<file path="src/rtl/tmr_out_pkg.sv">
package tmr_out_pkg;
   typedef enum logic [2:0] {
      SEL_MODE = 3'd0,
      SEL_POL  = 3'd1,
      SEL_EN   = 3'd2,
      SEL_LVL  = 3'd3,
      SEL_MSEL = 3'd4
   } reg_sel_e;
endpackage

</file>
<file path="src/rtl/tmr_out_regs.sv">
module tmr_out_regs
   import tmr_out_pkg::*;
#(
   parameter int NUM_CH = 4,
   parameter int SEL_W  = 2
) (
   input  logic                         clk,
   input  logic                         rst_n,
   input  logic                         wr_en,
   input  logic [2:0]                   wr_sel,
   input  logic [NUM_CH*SEL_W-1:0]      wr_data,
   input  logic [NUM_CH-1:0]            wr_mask,
   output logic [NUM_CH-1:0]            mode_q,
   output logic [NUM_CH-1:0]            pol_q,
   output logic [NUM_CH-1:0]            en_q,
   output logic [NUM_CH-1:0][SEL_W-1:0] msel_q,
   output logic [NUM_CH-1:0]            lvl_wr
);
   reg_sel_e sel;
   assign sel = reg_sel_e'(wr_sel);

   for (genvar n = 0; n < NUM_CH; n++) begin : g_ch
      always_ff @(posedge clk or negedge rst_n) begin
         if (!rst_n) begin
            mode_q[n] <= 1'b0;
            pol_q[n]  <= 1'b0;
            en_q[n]   <= 1'b0;
            msel_q[n] <= '0;
         end else if (wr_en && wr_mask[n]) begin
            case (sel)
               SEL_MODE: mode_q[n] <= wr_data[n];
               SEL_POL:  pol_q[n]  <= wr_data[n];
               SEL_EN:   en_q[n]   <= wr_data[n];
               SEL_MSEL: msel_q[n] <= wr_data[n*SEL_W +: SEL_W];
               default:  ;
            endcase
         end
      end
      assign lvl_wr[n] = wr_en && wr_mask[n] && (sel == SEL_LVL);
   end
endmodule

</file>
<file path="src/rtl/tmr_out_route.sv">
module tmr_out_route #(
   parameter int          NUM_CH      = 4,
   parameter int          SEL_W       = 2,
   parameter logic [31:0] MASTER_MASK = 32'h5
) (
   input  logic [NUM_CH-1:0]            ev_i,
   input  logic [NUM_CH-1:0][SEL_W-1:0] msel_q,
   output logic [NUM_CH-1:0]            mst_ev
);
   for (genvar s = 0; s < NUM_CH; s++) begin : g_slave
      always_comb begin
         mst_ev[s] = 1'b0;
         for (int m = 0; m < s; m++) begin
            if (MASTER_MASK[m] && (int'(msel_q[s]) == m))
               mst_ev[s] = ev_i[m];
         end
      end
   end
endmodule

</file>
<file path="src/rtl/tmr_out_cell.sv">
module tmr_out_cell (
   input  logic clk,
   input  logic rst_n,
   input  logic en,
   input  logic mode,
   input  logic pol,
   input  logic own_ev,
   input  logic mst_ev,
   input  logic wr,
   input  logic wd,
   output logic q
);
   logic set_ev, rst_ev;
   assign set_ev = mode && (pol ? own_ev : mst_ev);
   assign rst_ev = mode && (pol ? mst_ev : own_ev);

   always_ff @(posedge clk or negedge rst_n) begin
      if (!rst_n)            q <= 1'b0;
      else if (!en) begin
         if (wr)             q <= wd;
      end else if (!mode) begin
         if (own_ev)         q <= ~q;
      end else if (rst_ev)   q <= 1'b0;
      else if (set_ev)       q <= 1'b1;
   end

   a_r1_toggle: assert property (@(posedge clk) disable iff (!rst_n)
      en && !mode && own_ev |=> q != $past(q));
   a_r4_reset_wins: assert property (@(posedge clk) disable iff (!rst_n)
      en && mode && own_ev && mst_ev |=> !q);
   a_r5_write_blocked: assert property (@(posedge clk) disable iff (!rst_n)
      en && wr && !own_ev && !(mode && mst_ev) |=> $stable(q));
   a_r6_event_blocked: assert property (@(posedge clk) disable iff (!rst_n)
      !en && !wr |=> $stable(q));
   a_r6_write_loads: assert property (@(posedge clk) disable iff (!rst_n)
      !en && wr |=> q == $past(wd));
endmodule

</file>
<file path="src/rtl/tmr_out_ctl.sv">
module tmr_out_ctl #(
   parameter int          NUM_CH      = 4,
   parameter int          SEL_W       = 2,
   parameter logic [31:0] MASTER_MASK = 32'h5
) (
   input  logic                    clk,
   input  logic                    rst_n,
   input  logic [NUM_CH-1:0]       ev_i,
   input  logic                    wr_en,
   input  logic [2:0]              wr_sel,
   input  logic [NUM_CH*SEL_W-1:0] wr_data,
   input  logic [NUM_CH-1:0]       wr_mask,
   output logic [NUM_CH-1:0]       lvl_o
);
   localparam int MIN_SEL_W = (NUM_CH > 1) ? $clog2(NUM_CH) : 1;

   if (NUM_CH < 2 || NUM_CH > 32) begin : g_bad_ch
      $error("tmr_out_ctl: NUM_CH must lie in 2..32");
   end
   if (SEL_W < MIN_SEL_W) begin : g_bad_sel
      $error("tmr_out_ctl: SEL_W too narrow to address every channel");
   end

   logic [NUM_CH-1:0]            mode_q, pol_q, en_q, lvl_wr, mst_ev;
   logic [NUM_CH-1:0][SEL_W-1:0] msel_q;

   tmr_out_regs #(.NUM_CH(NUM_CH), .SEL_W(SEL_W)) u_regs (
      .clk(clk), .rst_n(rst_n), .wr_en(wr_en), .wr_sel(wr_sel),
      .wr_data(wr_data), .wr_mask(wr_mask), .mode_q(mode_q),
      .pol_q(pol_q), .en_q(en_q), .msel_q(msel_q), .lvl_wr(lvl_wr)
   );

   tmr_out_route #(.NUM_CH(NUM_CH), .SEL_W(SEL_W), .MASTER_MASK(MASTER_MASK)) u_route (
      .ev_i(ev_i), .msel_q(msel_q), .mst_ev(mst_ev)
   );

   for (genvar n = 0; n < NUM_CH; n++) begin : g_cell
      tmr_out_cell u_cell (
         .clk(clk), .rst_n(rst_n), .en(en_q[n]), .mode(mode_q[n]),
         .pol(pol_q[n]), .own_ev(ev_i[n]), .mst_ev(mst_ev[n]),
         .wr(lvl_wr[n]), .wd(wr_data[n]), .q(lvl_o[n])
      );
   end

   // channel 0 is never a slave, so no master event may move it while in paired mode
   a_r7_ch0_no_master: assert property (@(posedge clk) disable iff (!rst_n)
      en_q[0] && mode_q[0] && !ev_i[0] |=> $stable(lvl_o[0]));
endmodule

</file>
<file path="config.mk">
export PLATFORM = sky130hd
export DESIGN_NAME = tmr_out_ctl
export DESIGN_NICKNAME = d
export VERILOG_FILES = /design/src/rtl/tmr_out_pkg.sv /design/src/rtl/tmr_out_regs.sv /design/src/rtl/tmr_out_route.sv /design/src/rtl/tmr_out_cell.sv /design/src/rtl/tmr_out_ctl.sv
export SDC_FILE = /design/constraint.sdc
export NUM_CORES = 1
export LEC_CHECK = 0
export ABC_AREA = 0
export BUFFER_PORTS_ARGS = -buffer_cell sky130_fd_sc_hd__buf_2
export CAP_MARGIN = 5
export CORE_AREA = 2 2 49 97
export DETAILED_ROUTE_END_ITERATION = 10
export DIE_AREA = 0 0 51 99
export PLACE_DENSITY_LB_ADDON = 0.12
export RECOVER_POWER = 100
export SYNTH_ARGS = -nofsm -noshare
export SYNTH_HDL_FRONTEND = slang
export SYNTH_HIERARCHICAL = 1
export SYNTH_SLANG_ARGS = --single-unit
</file>
<file path="constraint.sdc">
create_clock -name clk -period 2.25 [get_ports clk]
set_input_delay 0.45 -clock clk [delete_from_list [all_inputs] [get_ports clk]]
set_output_delay 0.45 -clock clk [all_outputs]
set_load 0.01 [all_outputs]
</file>
==> results.md <==
• 0.616 nW — cell leakage power
• 23 — pin count of the biggest net entering global routing
• or3b_1 — Worst path slowest cell
• 551 sq um — FF+latch area
• g_cell[3].u_cell/q — endpoint of the worst register-to-register path
• yes — CTS tree
• 10.4 sq um — Avg Synthesized Cell Area
• 5050 sq um — Die Footprint
• 14.4 microns — wire length per cell
• 5 — worst-case reg-to-reg path depth
• 34 — FP Rows
• 467 — fillcell total
• 51 microns — width of the chip
• 99 microns — die height
• 26 — io pins
• 0.160 — Slew Limit Headroom
• 114 — Cells after Synth
• 1 — worst path buffer plus inverter count
• 0 — postcts setup bufs
• 0.327 — post-route core utilization
• 0.303 — proportion of layout cells with a drive suffix above 1
• 1590 ps — CP Data Arrival Time
• 0 — residual antenna-violating net count after detailed routing
• 165 — Final Net Count
• 25 — total of buffers placed on input and output ports
• 270 ps — Clk Latency, worst-skew pair
• 2.23 mm — Final HPWL DP
• 0 — initial antenna violation count
• 407 ps — worst hold margin
• clkbuf_8 — root buffer cell
• 0 — total setup violations reported at the end of the flow
• 22 — sink count of the clock tree
• 930 — Via Count
• 0 — max-cap violation count
• 0 — Residual DRC
• 1180 sq um — total standard cell area after synthesis
• 18.7% — layout overhead on the synthesized area
• no — RSZ-0062 raised after global routing
• 601 sq um — area of combinational cells with multiple inputs
• 0 — Final Max Tran Viols
• input pin — crit path launch type
• 0 — endpoints failing hold
• 1430 ps — crit path time final
• 6 — peak fanout along the critical path
• 0 — hold buffer count at cts
• input pin to flip-flop — worst hold path type
• 0.389 mV — largest vdd supply drop
• 0.275 — Initial Utilization
• 430 ps — largest stage delay on the critical path
• finished clean — run status
• 1260 ps — transition at the pin with the smallest max-transition slack
• 4.74 — via density per instance
• 1009 — via count of the first global-routing pass
• 4300 sq um — area inside the core boundary
• u_regs/msel_q[7] — startpoint of the worst register-to-register path
• 2 — Max clock buf depth
• nor2_1, dfrtp_1, buf_2, mux2_2, a21oi_1 — most frequent cells in the layout
• clkbuf_1, or3b_1, nor2_1, mux2_2 — cells along the critical path
• 0 ps — Final TNS setup
• nor2_1 — most frequent standard cell in the layout excluding fill and tap cells
• 854 nW/um^2 — total power density per cell area
• 3.93 ps — Final Skew
• 136 — net count of the mapped netlist
• 980 ps — flop2flop setup slack
• 0 — overflow left after global routing
• 0 — antenna diode count
• 80 ps — clock transition time at the flip-flop clock pins of the worst setup and hold paths
• 1370 sq um — placed inst area
• 4.89 mm — global-route wire length before repair
• 4 — number of optimization iterations in the first detailed-route pass
• input pin to flip-flop — classification of the worst setup path
• 3 — total CTS buffers
• 0 — CTS resizes
• 2.83 mm — wirelength, routed
• 0.130 — aggregate global-route resource usage
• wr_data[7] — Hold Startpoint
• 0.636 — share of the clock period used by the worst path
• 2410 ps — data required time at the worst endpoint
• flip-flop — type of element capturing the critical path
• 1410 sq um — final instance area
• 19 — Starting DRT DRC Count
• 699 MHz — Achievable Freq
• simple AND/OR/NAND/NOR gates — Top Family by Delay on Critical Path
• 1 — number of H-tree levels
• 2 — hold depth
• 6 — warnings from Yosys
• 0.691 — gp weighted congestion
• u_regs/msel_q[7] — WHS Endpoint
worst register-to-register path, stage by stage (launching register included):
cell,delay (ps)
dfrtp_1,390
mux2i_1,120
nor2_1,150
a21oi_1,110
a211o_1,300
o22ai_1,130
layer usage:
layer,share of wire,global-route usage
met1,0.40,0.148
met2,0.54,0.227
met3,0.039,0.0212
met4,0.019,0.0624
met5,0,0
sequential cells by signal, summed over array words and instances, names as in the netlist:
name / flops
u_regs/msel_q: 6
g_cell.u_cell/q: 4
u_regs/en_q: 4
u_regs/mode_q: 4
u_regs/pol_q: 4
cell type report:
class                           instances  share of cell area
Tap cell                               54              0.0481
Sequential cell                        22               0.392
Clock buffer                            4              0.0392
Inverter                                4              0.0107
Timing Repair Buffer                   25              0.0828
Multi-Input combinational cell         87               0.427
stage by stage:
stage | instances | power [mW] | worst slack [ps]
6_report | 196 | 1.20 | 820
5_1_grt | 196 | 1.29 | 748
4_1_cts | 196 | 1.23 | 850
3_5_place_dp | 192 | 0.934 | 566
3_3_place_gp | 192 | 0.921 | 571
2_1_floorplan | 114 | 0.809 | 811
worst max-delay path by stage:
stage	endpoint	from	cells after the start	slack (ps)
2_1_floorplan	u_regs/msel_q[2]	wr_sel[1]	3	810
3_3_place_gp	u_regs/en_q[1]	wr_sel[0]	4	570
4_1_cts	u_regs/en_q[1]	wr_sel[0]	4	850
3_5_place_dp	u_regs/en_q[1]	wr_sel[0]	4	570
6_report	u_regs/msel_q[4]	wr_sel[1]	4	820
5_1_grt	u_regs/msel_q[4]	wr_sel[1]	4	750
power breakdown:
| group | switching, mW | internal, mW | total [mW] |
|---|---|---|---|
| clock network | 0.135 | 0.156 | 0.291 |
| logic | 0.146 | 0.162 | 0.308 |
| registers | 0.0955 | 0.506 | 0.602 |
Power figures use the tool's default switching activity.
